$ cat src/rtl/rgl_pkg.sv
// Package for the request-grant latency monitor.
// Holds the per-port event record that trackers hand to the top.
package rgl_pkg;

    // One-cycle violation pulses raised by a port tracker
    typedef struct packed {
        logic orphan;   // grant with nothing pending
        logic early;    // grant in the same cycle as its request
        logic late;     // oldest request aged out of the window
        logic ovf;      // request dropped because the queue was full
    } evt_t;

endpackage

$ cat src/rtl/rgl_port_tracker.sv
// Per-port tracker: keeps a circular queue of ages of pending requests.
// Stored age = cycles elapsed since the request's sampling edge (1 the
// cycle after). The head is retired by a grant or when it times out.
// Assumes at most one request and one grant per cycle on this port, and
// a minimum legal latency of one cycle.
module rgl_port_tracker
    import rgl_pkg::*;
#(
    parameter int DEPTH   = 4,
    parameter int MAX_LAT = 4
) (
    input  logic clk,
    input  logic rst_n,
    input  logic req_i,
    input  logic gnt_i,
    output evt_t evt_o
);
    localparam int PTR_W = (DEPTH > 1) ? $clog2(DEPTH) : 1;
    localparam int CNT_W = $clog2(DEPTH + 1);
    localparam int AGE_W = $clog2(MAX_LAT + 1);

    logic [AGE_W-1:0] age_q [DEPTH];
    logic [PTR_W-1:0] rd_ptr_q, wr_ptr_q;
    logic [CNT_W-1:0] count_q;

    logic             empty, full, pop_gnt, pop, push;
    logic [AGE_W-1:0] head_age;

    // Wraps a queue pointer at DEPTH
    function automatic logic [PTR_W-1:0] ptr_inc(input logic [PTR_W-1:0] p);
        return (p == PTR_W'(DEPTH - 1)) ? '0 : p + PTR_W'(1);
    endfunction

    // Classifies this cycle's request and grant against the queue head
    always_comb begin
        empty        = (count_q == '0);
        full         = (count_q == CNT_W'(DEPTH));
        head_age     = age_q[rd_ptr_q];
        evt_o.orphan = gnt_i & empty & ~req_i;
        evt_o.early  = gnt_i & empty & req_i;
        pop_gnt      = gnt_i & ~empty;
        evt_o.late   = ~gnt_i & ~empty & (head_age == AGE_W'(MAX_LAT));
        pop          = pop_gnt | evt_o.late;
        evt_o.ovf    = req_i & full & ~pop;
        push         = req_i & ~evt_o.early & ~evt_o.ovf;
    end

    // Advances pointers and occupancy
    always_ff @(posedge clk) begin
        if (!rst_n) begin
            rd_ptr_q <= '0;
            wr_ptr_q <= '0;
            count_q  <= '0;
        end else begin
            if (pop)  rd_ptr_q <= ptr_inc(rd_ptr_q);
            if (push) wr_ptr_q <= ptr_inc(wr_ptr_q);
            count_q <= count_q + CNT_W'(push) - CNT_W'(pop);
        end
    end

    // Ages every slot by one (saturating) and loads a fresh entry at age 1
    always_ff @(posedge clk) begin
        if (!rst_n) begin
            for (int i = 0; i < DEPTH; i++) age_q[i] <= '0;
        end else begin
            for (int i = 0; i < DEPTH; i++) begin
                if (push && (wr_ptr_q == PTR_W'(i)))
                    age_q[i] <= AGE_W'(1);
                else if (age_q[i] < AGE_W'(MAX_LAT))
                    age_q[i] <= age_q[i] + AGE_W'(1);
            end
        end
    end

    assert_occupancy_R7: assert property (@(posedge clk) disable iff (!rst_n)
        count_q <= CNT_W'(DEPTH));

    assert_head_window_R6: assert property (@(posedge clk) disable iff (!rst_n)
        (count_q != '0) |-> (head_age >= AGE_W'(1) && head_age <= AGE_W'(MAX_LAT)));

    assert_grant_retires_R3: assert property (@(posedge clk) disable iff (!rst_n)
        (gnt_i && !req_i && count_q != '0) |=> count_q == $past(count_q) - CNT_W'(1));

    assert_late_retires_R6: assert property (@(posedge clk) disable iff (!rst_n)
        (evt_o.late && !req_i) |=> count_q == $past(count_q) - CNT_W'(1));

    assert_early_not_queued_R5: assert property (@(posedge clk) disable iff (!rst_n)
        (gnt_i && req_i && count_q == '0) |=> count_q == '0);

    assert_no_overflow_growth_R7: assert property (@(posedge clk) disable iff (!rst_n)
        evt_o.ovf |=> count_q == CNT_W'(DEPTH));

endmodule

$ cat src/rtl/rgl_sticky_err.sv
// Sticky error register bank: each bit latches a set pulse and holds it
// until a synchronous clear. A set in the clear cycle still wins.
module rgl_sticky_err #(
    parameter int W = 8
) (
    input  logic         clk,
    input  logic         rst_n,
    input  logic         clr_i,
    input  logic [W-1:0] set_i,
    output logic [W-1:0] err_o
);
    // Holds, clears and accumulates error bits
    always_ff @(posedge clk) begin
        if (!rst_n) err_o <= '0;
        else        err_o <= (clr_i ? '0 : err_o) | set_i;
    end

    assert_sticky_hold_R8: assert property (@(posedge clk) disable iff (!rst_n)
        !clr_i |=> ((err_o & $past(err_o)) == $past(err_o)));

    assert_clear_empties_R8: assert property (@(posedge clk) disable iff (!rst_n)
        (clr_i && set_i == '0) |=> err_o == '0);

endmodule

$ cat src/rtl/reqgnt_lat_mon.sv
// Request-grant latency monitor top: one tracker per port, events
// gathered into a sticky error bank. Bit p of each error vector is
// port p. Assumes grants of a port only answer requests of that port.
module reqgnt_lat_mon
    import rgl_pkg::*;
#(
    parameter int NUM_PORTS = 2,
    parameter int DEPTH     = 4,
    parameter int MAX_LAT   = 4
) (
    input  logic                 clk,
    input  logic                 rst_n,
    input  logic                 clr_i,
    input  logic [NUM_PORTS-1:0] req_i,
    input  logic [NUM_PORTS-1:0] gnt_i,
    output logic [NUM_PORTS-1:0] err_orphan_o,
    output logic [NUM_PORTS-1:0] err_early_o,
    output logic [NUM_PORTS-1:0] err_late_o,
    output logic [NUM_PORTS-1:0] err_ovf_o
);
    localparam int ERR_W = 4 * NUM_PORTS;

    evt_t                 evt [NUM_PORTS];
    logic [NUM_PORTS-1:0] set_orphan, set_early, set_late, set_ovf;
    logic [ERR_W-1:0]     err_all;

    for (genvar p = 0; p < NUM_PORTS; p++) begin : g_port
        rgl_port_tracker #(
            .DEPTH   (DEPTH),
            .MAX_LAT (MAX_LAT)
        ) u_trk (
            .clk   (clk),
            .rst_n (rst_n),
            .req_i (req_i[p]),
            .gnt_i (gnt_i[p]),
            .evt_o (evt[p])
        );
        assign set_orphan[p] = evt[p].orphan;
        assign set_early[p]  = evt[p].early;
        assign set_late[p]   = evt[p].late;
        assign set_ovf[p]    = evt[p].ovf;
    end

    rgl_sticky_err #(.W(ERR_W)) u_err (
        .clk   (clk),
        .rst_n (rst_n),
        .clr_i (clr_i),
        .set_i ({set_ovf, set_late, set_early, set_orphan}),
        .err_o (err_all)
    );

    assign err_orphan_o = err_all[NUM_PORTS-1:0];
    assign err_early_o  = err_all[2*NUM_PORTS-1:NUM_PORTS];
    assign err_late_o   = err_all[3*NUM_PORTS-1:2*NUM_PORTS];
    assign err_ovf_o    = err_all[4*NUM_PORTS-1:3*NUM_PORTS];

endmodule

$ cat config.mk
export PLATFORM = sky130hd
export DESIGN_NAME = reqgnt_lat_mon
export DESIGN_NICKNAME = d
export VERILOG_FILES = /design/src/rtl/rgl_pkg.sv /design/src/rtl/rgl_port_tracker.sv /design/src/rtl/rgl_sticky_err.sv /design/src/rtl/reqgnt_lat_mon.sv
export SDC_FILE = /design/constraint.sdc
export NUM_CORES = 1
export LEC_CHECK = 0
export BUFFER_PORTS_ARGS = -buffer_cell sky130_fd_sc_hd__clkbuf_2
export CAP_MARGIN = 15
export CORE_AREA = 2 2 64 111
export CTS_BUF_LIST = sky130_fd_sc_hd__clkbuf_8
export DETAILED_ROUTE_END_ITERATION = 12
export DIE_AREA = 0 0 66 113
export HOLD_SLACK_MARGIN = 0.03
export PLACE_DENSITY = 0.51
export SYNTH_ARGS = -nofsm -noshare
export SYNTH_HDL_FRONTEND = slang
export SYNTH_SLANG_ARGS = --single-unit
$ cat constraint.sdc
create_clock -name clk -period 3.4 [get_ports clk]
set_clock_uncertainty 0.05 [all_clocks]
set_input_delay 0.34 -clock clk [delete_from_list [all_inputs] [get_ports clk]]
set_output_delay 0.34 -clock clk [all_outputs]
set_load 0.03 [all_outputs]
==> run summary, run 1 <==
### Status
- status: completed

### Synthesis
- sequential fraction of the synthesis area: 0.501
- Synth Instances: 237
- library cell with the largest summed area after synthesis: sky130_fd_sc_hd__edfxtp_1
- nets in the synthesized netlist: 267
- library cells used by synthesis: 39
- Cell Area, Synth: 0.00248 sq mm
- share of the synthesized area in the top cell type: 0.291
- count of yosys warnings during synthesis: 0
- flip-flop and latch count after synthesis: 50
- main area contributors after synthesis: sky130_fd_sc_hd__edfxtp_1, sky130_fd_sc_hd__dfxtp_1, sky130_fd_sc_hd__ha_1
- synthesized area per cell: 10.5 sq um

### STA
- max-slew violation count: 0
- unrepaired setup endpoints after global routing: false
- Relative slew margins: 0.537
- fraction of the cycle the final worst path needs: 0.917
- Fmax achieved: 0.321 GHz
- final count of negative-setup-slack endpoints: 0
- shortest clock period the worst path allows after layout: 3.12 ns
- final-report hold violation count: 0
- total negative slack: 0 ns
- Least-Margin Pin Slew: 0.689 ns

### Routing
- drt total wl: 4750 um
- detail-routed net length per standard cell: 14.0 um
- violation count after the first detailed-route iteration: 65
- first drt pass iteration count: 4
- via-per-instance ratio: 5.05
- count of nets left with antenna violations after detail routing: 0
- DRC violation count after routing: 0
- routed via count: 1,711

### Pwr
- internal power of the cells: 1230 uW
- clock share of power: 0.175
- leakage component of the power: 0.00115 uW
- share of total power in sequential cells: 0.513
- overall power of the completed layout: 1870 uW
- worst-case vdd ir drop: 280 uV
- net switching power of the design: 635 uW
- relative contribution of combinational cells to total power: 0.312
- PwrDens: 683 mW/mm^2
- proportion of total power due to net switching: 0.340

### GRT
- antenna violations before repair: 0
- combined global-route utilization of all metal layers: 0.145
- total gr overflow: 0
- largest net degree at the start of global routing: 38
- vias in the first global route: 1,807
- wire length of the first global-routing pass: 8220 um

### Critical path
- critical register-to-register path startpoint: g_port[0].u_trk.age_q[0][2]
- critical path fanouts, max: 5
- type of the worst setup path: flip-flop to flip-flop
- kind of end point of the critical path: flip-flop
- crit path launch type: flip-flop
- data arrival time of the critical path: 3.27 ns
- CP startpoint: g_port[0].u_trk.age_q[0][2]
- WP data required: 3.55 ns

### Die
- total I/O pin count: 15
- area inside the core boundary: 0.00654 sq mm
- die width: 66 um
- number of core rows: 39
- total die area: 0.00746 sq mm
- die span in y: 113 um
- initial standard-cell utilization of the core: 0.379

### Clock network
- clock edge transition at the registers on the reported setup and hold paths: 0.09 ns
- TritonCTS Buffers: 5
- post_cts resized: 0
- Post-CTS Setup Repair Bufs: 0
- number of buffers inserted for hold repair after clock tree synthesis: 0
- Max clock buf depth: 2
- insertion delay of the later-clocked pin in the worst-skew pair: 0.30 ns
- CTS Root Buffer Type: sky130_fd_sc_hd__clkbuf_8
- count of clock tree sinks: 50
- TritonCTS clock tree: yes
- number of levels in the clock H-tree: 2

### Cells and area
- area growth from synthesis to layout: 10.3%
- layout cell share with drive strength beyond 1: 0.117
- multi-input gate area in the final layout: 0.00116 sq mm
- final net count: 286
- Filler Cells Inserted: 676
- commonest cells after routing, fill and taps aside: sky130_fd_sc_hd__nor2_1, sky130_fd_sc_hd__dfxtp_1, sky130_fd_sc_hd__nand2_1, sky130_fd_sc_hd__edfxtp_1, sky130_fd_sc_hd__ha_1
- sequential cell area: 0.00124 sq mm
- antenna diode instance count: 0
- commonest non-fill, non-tap cell in the layout: sky130_fd_sc_hd__nor2_1

### Worst hold path
- worst min-delay path class: primary input to flip-flop
- start point of the worst hold path: rst_n

### Run
- total of max-cap violations: 0

### Placed design
- GP Congestion: 0.784
- total of buffers placed on input and output ports: 14
- hpwl dp: 3620 um

## final cells by class
class / instances / area share
Multi-Input combinational cell: 169 / 0.425
Inverter: 12 / 0.0165
Sequential cell: 50 / 0.454
Timing Repair Buffer: 18 / 0.0366
Tap cell: 82 / 0.0375
Clock buffer: 5 / 0.0252
Clock inverter: 3 / 0.00504
## layer usage
metal	routed length (um)	track usage
met1	1790	0.139
met2	2800	0.287
met3	67	0.0298
met4	89	0.0571
met5	0	0
## logic make-up after synthesis
kind of cell,synth area share
and+or+nand+nor,0.226
buffers and inverters,0.0303
adders and majority gates,0.122
muxes,0.0212
DFF,0.501
xor gates and xnor gates,0.0141
AOI/OAI and AO/OA,0.0849
## worst max-delay path: stages, from the launching register on
cell	delay [ns]
sky130_fd_sc_hd__edfxtp_1	0.44
sky130_fd_sc_hd__nor4b_1	0.17
sky130_fd_sc_hd__buf_4	0.14
sky130_fd_sc_hd__nor4_1	0.58
sky130_fd_sc_hd__nor3_1	0.18
sky130_fd_sc_hd__ha_1	0.32
sky130_fd_sc_hd__or3_1	0.41
sky130_fd_sc_hd__fa_1	0.39
sky130_fd_sc_hd__xor2_1	0.17
sky130_fd_sc_hd__xnor2_1	0.13
sky130_fd_sc_hd__nor2_1	0.05
## state kept, by name, summed over array words and instances, names as in the netlist, named ones only
name and flops:
g_port.u_trk.wr_ptr_q 4, g_port.u_trk.age_q 24, u_err.err_o 8, g_port.u_trk.rd_ptr_q 4, g_port.u_trk.count_q 6
## path summary, 6_finish.rpt
path | to | slack [ns] | depth (start not counted)
setup / recovery | g_port[0].u_trk.count_q[2] | 0.28 | 10
hold / removal | u_err.err_o[5] | 0.24 | 3
setup reg to reg | g_port[0].u_trk.count_q[2] | 0.28 | 10
hold reg to reg | u_err.err_o[6] | 0.41 | 2
## synthesized netlist by cell type
library cell and number:
sky130_fd_sc_hd__a2111o_1 1, sky130_fd_sc_hd__a21oi_1 8, sky130_fd_sc_hd__a22oi_1 1, sky130_fd_sc_hd__a32oi_1 2, sky130_fd_sc_hd__and2_1 3, sky130_fd_sc_hd__and2_4 4
sky130_fd_sc_hd__and3_1 5, sky130_fd_sc_hd__buf_6 1, sky130_fd_sc_hd__clkbuf_1 5, sky130_fd_sc_hd__clkinv_1 1, sky130_fd_sc_hd__dfxtp_1 26, sky130_fd_sc_hd__edfxtp_1 24
sky130_fd_sc_hd__fa_1 2, sky130_fd_sc_hd__ha_1 21, sky130_fd_sc_hd__inv_1 11, sky130_fd_sc_hd__mux2i_1 3, sky130_fd_sc_hd__mux4_2 1, sky130_fd_sc_hd__nand2_1 24
sky130_fd_sc_hd__nand3_1 3, sky130_fd_sc_hd__nand3b_1 8, sky130_fd_sc_hd__nand4_1 1, sky130_fd_sc_hd__nor2_1 27, sky130_fd_sc_hd__nor3_1 20, sky130_fd_sc_hd__nor3b_1 4
sky130_fd_sc_hd__nor4_1 1, sky130_fd_sc_hd__nor4b_1 3, sky130_fd_sc_hd__nor4bb_1 2, sky130_fd_sc_hd__o2111ai_1 1, sky130_fd_sc_hd__o211a_1 1, sky130_fd_sc_hd__o211ai_1 1
sky130_fd_sc_hd__o21a_1 8, sky130_fd_sc_hd__o21ai_0 3, sky130_fd_sc_hd__o21bai_1 1, sky130_fd_sc_hd__o311a_1 1, sky130_fd_sc_hd__o31ai_1 2, sky130_fd_sc_hd__or3_1 2
sky130_fd_sc_hd__or4_1 1, sky130_fd_sc_hd__xnor2_1 3, sky130_fd_sc_hd__xor2_1 1
## power by group through the flow
stage / Clock [uW] / Sequential, uW / Combinational, uW
finish: 327 / 958 / 583
global route: 371 / 984 / 692
CTS: 348 / 962 / 597
detailed placement: 0 / 976 / 595
global placement: 0 / 970 / 583
floorplan: 0 / 950 / 455
## per-stage QoR
step	setup WS (ns)	cells	instance area, sq um	utilization	hold slack [ns]
6_report	0.282	339	2730	0.418	0.241
5_1_grt	0.0486	339	2730	0.418	0.237
4_1_cts	0.254	339	2730	0.418	0.229
3_5_place_dp	0.257	331	2650	0.405	0.403
3_3_place_gp	0.310	331	2650	0.405	0.395
2_1_floorplan	0.549	237	2480	-	0.413
(Power assumes the default switching activity.)
==> run 2: changes to the inputs <==
--- a/config.mk
+++ b/config.mk
@@ -7,12 +7,13 @@
 export LEC_CHECK = 0
 export BUFFER_PORTS_ARGS = -buffer_cell sky130_fd_sc_hd__clkbuf_2
 export CAP_MARGIN = 15
-export CORE_AREA = 2 2 64 111
+export CORE_AREA = 2 2 67 117
 export CTS_BUF_LIST = sky130_fd_sc_hd__clkbuf_8
 export DETAILED_ROUTE_END_ITERATION = 12
-export DIE_AREA = 0 0 66 113
+export DIE_AREA = 0 0 69 119
 export HOLD_SLACK_MARGIN = 0.03
 export PLACE_DENSITY = 0.51
 export SYNTH_ARGS = -nofsm -noshare
 export SYNTH_HDL_FRONTEND = slang
+export SYNTH_HIERARCHICAL = 1
 export SYNTH_SLANG_ARGS = --single-unit
==> run summary, run 2 <==
### Run
- total of max-cap violations: 0

### Synthesis
- top post-synthesis cells by count: sky130_fd_sc_hd__dfxtp_1, sky130_fd_sc_hd__nand2_1, sky130_fd_sc_hd__edfxtp_1, sky130_fd_sc_hd__ha_1, sky130_fd_sc_hd__inv_1
- Cell Area, Synth: 0.00276 sq mm
- adder-cell share of the synthesized area: 0.110
- sequential fraction of the synthesis area: 0.450
- main area contributors after synthesis: sky130_fd_sc_hd__edfxtp_1, sky130_fd_sc_hd__dfxtp_1, sky130_fd_sc_hd__ha_1
- nets in the synthesized netlist: 290
- count of yosys warnings during synthesis: 6
- simple-gate share of the synthesized area: 0.266
- flip-flop and latch count after synthesis: 50
- share of cell area taken by muxes after synthesis: 0.0254
- count of flip-flops with a built-in enable after synthesis: 24
- library cells used by synthesis: 48
- Synth async-reset ratio: 0
- Synth Instances: 260
- synthesized area per cell: 10.6 sq um
- share of the synthesized area in the top cell type: 0.261
- post-synthesis xor/xnor area fraction: 0.0127
- library cell with the largest summed area after synthesis: sky130_fd_sc_hd__edfxtp_1
- compound-cell area share of the yosys netlist: 0.103
- flip-flop cell with the highest count after synthesis: sky130_fd_sc_hd__dfxtp_1
- combinational family with the most area after synthesis: simple AND/OR/NAND/NOR gates

### Placed design
- hpwl dp: 4040 um
- Placed Cells incl. Taps: 359
- total of buffers placed on input and output ports: 14
- GP Congestion: 0.802
- worst slack after detailed placement: 0.528 ns

### Die
- die span in y: 119 um
- number of core rows: 42
- total die area: 0.00821 sq mm
- die width: 69 um
- total I/O pin count: 15
- initial standard-cell utilization of the core: 0.375
- area inside the core boundary: 0.00736 sq mm

### Clock network
- number of buffers inserted for hold repair after clock tree synthesis: 0
- post_cts resized: 0
- Post-CTS Setup Repair Bufs: 0
- count of clock tree sinks: 50
- TritonCTS clock tree: yes
- CTS Root Buffer Type: sky130_fd_sc_hd__clkbuf_8
- insertion delay of the later-clocked pin in the worst-skew pair: 0.31 ns
- TritonCTS Buffers: 5
- clock edge transition at the registers on the reported setup and hold paths: 0.09 ns
- Max clock buf depth: 2
- number of levels in the clock H-tree: 2

### Critical path
- worst reg2reg path endpoint: g_port[0].u_trk/count_q[2]
- CP startpoint: g_port[0].u_trk/age_q[0][0]
- kind of end point of the critical path: flip-flop
- delay-heaviest family, CP: simple AND/OR/NAND/NOR gates
- Worst Path Buf+Inv: 2
- type of the worst setup path: flip-flop to flip-flop
- WP data required: 3.56 ns
- critical path fanouts, max: 6
- critical path cell sequence: nor4b_1, nor3_1, o2111ai_2, and2_4, inv_1, ha_1, inv_1, ha_1, fa_1, xor2_1, xnor2_1, and2_1
- CP max-delay cell: sky130_fd_sc_hd__edfxtp_1
- crit path launch type: flip-flop
- stages on the worst setup path: 12
- critical register-to-register path startpoint: g_port[0].u_trk/age_q[0][0]
- register-to-register path setup slack: 0.52 ns
- data arrival time of the critical path: 3.04 ns
- count of cells along the worst register-to-register path: 12
- CP max stage delay: 0.43 ns
- worst setup path endpoint: g_port[0].u_trk/count_q[2]

### STA
- Relative slew margins: 0.411
- Least-Margin Pin Slew: 0.883 ns
- total negative slack: 0 ns
- final count of negative-setup-slack endpoints: 0
- shortest clock period the worst path allows after layout: 2.88 ns
- max-slew violation count: 0
- final-report hold violation count: 0
- Fmax achieved: 0.347 GHz
- worst setup slack after layout: 0.519 ns
- unrepaired setup endpoints after global routing: false
- fraction of the cycle the final worst path needs: 0.847

### Cells and area
- max FFs per register: 24
- biggest registers after layout: g_port.u_trk/age_q x24, u_err/err_o x8, g_port.u_trk/count_q x6
- commonest cells after routing, fill and taps aside: sky130_fd_sc_hd__nand2_1, sky130_fd_sc_hd__dfxtp_1, sky130_fd_sc_hd__edfxtp_1, sky130_fd_sc_hd__ha_1, sky130_fd_sc_hd__inv_1
- final net count: 308
- layout cell share with drive strength beyond 1: 0.158
- area growth from synthesis to layout: 10.6%
- antenna diode instance count: 0
- Finished Layout Cells: 367
- largest reg by FF count: g_port.u_trk/age_q

### GRT
- met1 Resource Use GR: 0.150
- wire length of the first global-routing pass: 9170 um
- vias in the first global route: 1,888
- total gr overflow: 0
- met3 track utilization from global routing: 0.0288
- antenna violations before repair: 0
- peak-usage layer in the global routing report: met2
- combined global-route utilization of all metal layers: 0.140
- largest net degree at the start of global routing: 50
- global-route met2 utilization: 0.258

### Pwr
- leakage component of the power: 0.00126 uW
- PwrDens: 709 mW/mm^2
- worst-case vdd ir drop: 289 uV

### Routing
- routed via count: 1,909
- violation count after the first detailed-route iteration: 72
- DRC violation count after routing: 0
- detail-routed net length per standard cell: 14.8 um
- first drt pass iteration count: 4
- count of nets left with antenna violations after detail routing: 0
- via-per-instance ratio: 5.20
- drt total wl: 5420 um

### Worst hold path
- worst min-delay path class: primary input to flip-flop

### Status
- status: completed

## run 2: changes by cell type in the layout (fill, tap and decap cells not counted), sizes merged, moves of 4 or more
| cell | before | now |
|---|---|---|
| nor4b | 3 | 7 |
| mux2i | 3 | 7 |
| and4b | 0 | 8 |
| nor3 | 20 | 8 |
| and4bb | 0 | 4 |
| nand3 | 3 | 13 |
| nor2 | 27 | 12 |
| nor2b | 0 | 10 |
| a21o | 0 | 5 |
| or2 | 0 | 4 |
| nand3b | 8 | 4 |
| a21boi | 0 | 4 |
## run 2: area by class of cell
class | instances | area [sq um]
Clock buffer | 6 | 82.6
Clock inverter | 2 | 33.8
Fill cell | 751 | 4310
Inverter | 14 | 52.6
Multi-Input combinational cell | 189 | 1430
Sequential cell | 50 | 1240
Tap cell | 88 | 110
Timing Repair Buffer | 18 | 100
## run 2: worst register-to-register path, stage by stage (launching register included)
cell and delay (ns):
sky130_fd_sc_hd__edfxtp_1 0.43, sky130_fd_sc_hd__nor4b_1 0.33, sky130_fd_sc_hd__nor3_1 0.13, sky130_fd_sc_hd__o2111ai_2 0.31, sky130_fd_sc_hd__and2_4 0.23, sky130_fd_sc_hd__inv_1 0.04, sky130_fd_sc_hd__ha_1 0.26, sky130_fd_sc_hd__inv_1 0.04
sky130_fd_sc_hd__ha_1 0.18, sky130_fd_sc_hd__fa_1 0.37, sky130_fd_sc_hd__xor2_1 0.16, sky130_fd_sc_hd__xnor2_1 0.12, sky130_fd_sc_hd__and2_1 0.15
## run 2: metal layers
layer,vias to the layer above,share of wire
met5,-,0
met4,0,0.020
met3,6,0.018
met2,15,0.56
met1,910,0.40
li1,978,-
## run 2: metrics by stage
stage | utilization | cell area [sq um] | power, uW | hold slack, ns
2_1_floorplan | - | 2760 | 1550 | 0.404
3_3_place_gp | 0.398 | 2930 | 1740 | 0.422
3_5_place_dp | 0.398 | 2930 | 1750 | 0.430
4_1_cts | 0.414 | 3050 | 2200 | 0.320
5_1_grt | 0.414 | 3050 | 2360 | 0.345
6_report | 0.414 | 3050 | 2160 | 0.343
## run 2: worst min path at each step
stage,from,to,slack [ns],cells past startpoint
floorplan,g_port[0].u_trk/rd_ptr_q[1],flip-flop,0.40,2
global placement,g_port[1].u_trk/rd_ptr_q[1],g_port[1].u_trk/rd_ptr_q[1],0.42,2
detailed placement,g_port[1].u_trk/rd_ptr_q[1],g_port[1].u_trk/rd_ptr_q[1],0.43,2
CTS,req_i[0],u_err/err_o[0],0.32,3
global route,req_i[0],u_err/err_o[0],0.35,3
finish,req_i[0],u_err/err_o[0],0.34,3
## run 2: cells by family after synthesis
| logic type | count (synthesis) |
|---|---|
| fa+ha+maj | 23 |
| flops | 50 |
| xor+xnor | 4 |
| simple gates | 114 |
| compound gates | 41 |
| mux | 7 |
| buf+inv | 21 |
## run 2: where the power goes
part	total (uW)	internal [uW]	switching, uW
clock	430	237	193
combinational	727	348	378
sequential	1000	841	163
total	2160	1430	735
==> run 3: changes to the inputs <==
--- a/config.mk
+++ b/config.mk
@@ -5,14 +5,15 @@
 export SDC_FILE = /design/constraint.sdc
 export NUM_CORES = 1
 export LEC_CHECK = 0
+export ABC_AREA = 1
 export BUFFER_PORTS_ARGS = -buffer_cell sky130_fd_sc_hd__clkbuf_2
 export CAP_MARGIN = 15
-export CORE_AREA = 2 2 67 117
+export CORE_AREA = 2 2 67 116
 export CTS_BUF_LIST = sky130_fd_sc_hd__clkbuf_8
 export DETAILED_ROUTE_END_ITERATION = 12
-export DIE_AREA = 0 0 69 119
+export DIE_AREA = 0 0 69 118
 export HOLD_SLACK_MARGIN = 0.03
-export PLACE_DENSITY = 0.51
+export PLACE_DENSITY = 0.53
 export SYNTH_ARGS = -nofsm -noshare
 export SYNTH_HDL_FRONTEND = slang
 export SYNTH_HIERARCHICAL = 1
==> constraint.sdc (replaced) <==
create_clock -name clk -period 2.61 [get_ports clk]
set_clock_uncertainty 0.05 [all_clocks]
set_input_delay 0.261 -clock clk [delete_from_list [all_inputs] [get_ports clk]]
set_output_delay 0.261 -clock clk [all_outputs]
set_load 0.03 [all_outputs]
==> run summary, run 3 <==
### STA
- total negative slack: 0 ns
- Fmax achieved: 0.432 GHz
- max-slew violation count: 0
- final-report hold violation count: 0
- shortest clock period the worst path allows after layout: 2.31 ns
- fraction of the cycle the final worst path needs: 0.886
- unrepaired setup endpoints after global routing: false
- final count of negative-setup-slack endpoints: 0
- Hold WS: 0.211 ns
- Relative slew margins: 0.541
- Least-Margin Pin Slew: 0.688 ns

### Routing
- routed via count: 1,918
- violation count after the first detailed-route iteration: 36
- via-per-instance ratio: 4.67
- count of nets left with antenna violations after detail routing: 0
- detail-routed net length per standard cell: 12.2 um
- drt total wl: 5000 um
- DRC violation count after routing: 0
- first drt pass iteration count: 4

### Critical path
- type of the worst setup path: flip-flop to flip-flop
- critical register-to-register path startpoint: g_port[0].u_trk/age_q[2][2]
- CP startpoint: g_port[0].u_trk/age_q[2][2]
- register-to-register path setup slack: 0.30 ns
- kind of end point of the critical path: flip-flop
- critical path fanouts, max: 8
- crit path launch type: flip-flop
- data arrival time of the critical path: 2.46 ns
- count of cells along the worst register-to-register path: 13
- worst setup path endpoint: g_port[0].u_trk/count_q[2]
- worst reg2reg path endpoint: g_port[0].u_trk/count_q[2]
- WP data required: 2.75 ns

### Cells and area
- area growth from synthesis to layout: 9.63%
- Finished Layout Cells: 411
- commonest cells after routing, fill and taps aside: sky130_fd_sc_hd__inv_1, sky130_fd_sc_hd__nor2_1, sky130_fd_sc_hd__nand2_1, sky130_fd_sc_hd__dfxtp_1, sky130_fd_sc_hd__edfxtp_1
- antenna diode instance count: 0
- total non-filler cell area in the finished layout: 0.00298 sq mm
- largest reg by FF count: g_port.u_trk/age_q
- final net count: 354
- max FFs per register: 24
- commonest non-fill, non-tap cell in the layout: sky130_fd_sc_hd__inv_1
- layout cell share with drive strength beyond 1: 0.182
- biggest registers after layout: g_port.u_trk/age_q x24, u_err/err_o x8, g_port.u_trk/count_q x6

### GRT
- wire length of the first global-routing pass: 8540 um
- vias in the first global route: 1,924
- antenna violations before repair: 0
- combined global-route utilization of all metal layers: 0.131
- largest net degree at the start of global routing: 27
- total gr overflow: 0

### Placed design
- Placed Cells incl. Taps: 403
- hpwl dp: 3850 um
- post-detailed-placement cell area: 0.00288 sq mm
- GP Congestion: 0.741
- total of buffers placed on input and output ports: 14

### Die
- number of core rows: 41
- die width: 69 um
- total I/O pin count: 15
- initial standard-cell utilization of the core: 0.378
- die span in y: 118 um
- total die area: 0.00814 sq mm
- area inside the core boundary: 0.00718 sq mm

### Synthesis
- Cell Area, Synth: 0.00272 sq mm
- library cells used by synthesis: 24
- flip-flop and latch count after synthesis: 50
- count of yosys warnings during synthesis: 6
- count of flip-flops with a built-in enable after synthesis: 24
- library cell with the largest summed area after synthesis: sky130_fd_sc_hd__edfxtp_1
- main area contributors after synthesis: sky130_fd_sc_hd__edfxtp_1, sky130_fd_sc_hd__dfxtp_1, sky130_fd_sc_hd__ha_1
- flip-flop cell with the highest count after synthesis: sky130_fd_sc_hd__dfxtp_1
- synthesized area per cell: 8.91 sq um
- sequential fraction of the synthesis area: 0.457
- nets in the synthesized netlist: 335
- Synth async-reset ratio: 0
- Synth Instances: 305
- dominant cell by count in the synthesized netlist: sky130_fd_sc_hd__inv_1
- share of the synthesized area in the top cell type: 0.265
- top post-synthesis cells by count: sky130_fd_sc_hd__inv_1, sky130_fd_sc_hd__nor2_1, sky130_fd_sc_hd__nand2_1, sky130_fd_sc_hd__dfxtp_1, sky130_fd_sc_hd__edfxtp_1

### Clock network
- post_cts resized: 0
- number of buffers inserted for hold repair after clock tree synthesis: 0
- TritonCTS clock tree: yes
- clock edge transition at the registers on the reported setup and hold paths: 0.09 ns
- Max clock buf depth: 2
- Post-CTS Setup Repair Bufs: 0
- insertion delay of the later-clocked pin in the worst-skew pair: 0.30 ns
- count of clock tree sinks: 50
- number of levels in the clock H-tree: 2
- CTS Root Buffer Type: sky130_fd_sc_hd__clkbuf_8
- TritonCTS Buffers: 5

### Status
- status: completed

### Run
- total of max-cap violations: 0

### Pwr
- PwrDens: 913 mW/mm^2
- worst-case vdd ir drop: 431 uV
- leakage component of the power: 0.00139 uW

### Worst hold path
- worst min-delay path class: primary input to flip-flop

==> run 3: where the power goes <==
part / total [uW] / switching (uW) / leakage, uW / internal (uW)
Combinational: 938 / 544 / 0.000841 / 394
Sequential: 1300 / 202 / 0.000495 / 1100
Clock: 481 / 266 / 0.0000515 / 215
==> run 3: how the worst min path moves through the flow <==
stage,from,end,cells after the start
CTS,clr_i,u_err/err_o[4],4
floorplan,req_i[0],u_err/err_o[0],3
global placement,u_err/err_o[1],u_err/err_o[1],2
detailed placement,u_err/err_o[3],u_err/err_o[3],2
global route,clr_i,u_err/err_o[0],4
finish,clr_i,u_err/err_o[4],4
==> run 3: final cells by class <==
class | instances | area (sq um)
Clock buffer | 6 | 82.6
Clock inverter | 2 | 11.3
Fill cell | 755 | 4200
Inverter | 66 | 248
Multi-Input combinational cell | 187 | 1220
Sequential cell | 50 | 1240
Tap cell | 86 | 108
Timing Repair Buffer | 14 | 70.1
==> run 3: kinds of logic after synthesis <==
logic type	after synthesis	share of synthesized area
buffers and inverters	68	0.0949
AND/OR/NAND/NOR	132	0.259
adder cells (fa/ha/maj)	23	0.111
flip-flops	50	0.457
XOR/XNOR	4	0.0129
AO/OA/AOI/OAI	28	0.0649
==> run 3: layer usage <==
metal  wire length, um  global-route usage  up-vias
met2              2900               0.261       14
met3                94              0.0240        6
met5                 0                   0        -
met1              1920               0.127      896
met4                91              0.0551        0
li1                  -                   -     1002
==> run 3: stage by stage <==
stage	total power, uW	utilization	setup slack (ns)
final	2720	0.415	0.297
after global routing	2980	0.415	0.0609
after CTS	2770	0.415	0.259
after detailed placement	2280	0.402	0.296
after global placement	2260	0.402	0.304
after floorplan	2040	-	0.474
==> run 3: critical path, stage by stage, from the launching register on <==
cell and delay (ns):
sky130_fd_sc_hd__edfxtp_1 0.38, sky130_fd_sc_hd__inv_1 0.10, sky130_fd_sc_hd__nor2_1 0.12, sky130_fd_sc_hd__nand2_1 0.06
sky130_fd_sc_hd__nand3_1 0.08, sky130_fd_sc_hd__nand3_2 0.13, sky130_fd_sc_hd__nand3_4 0.15, sky130_fd_sc_hd__nand2_4 0.07
sky130_fd_sc_hd__ha_1 0.28, sky130_fd_sc_hd__inv_1 0.04, sky130_fd_sc_hd__ha_1 0.18, sky130_fd_sc_hd__fa_1 0.37
sky130_fd_sc_hd__xnor2_1 0.16, sky130_fd_sc_hd__nor2_1 0.05
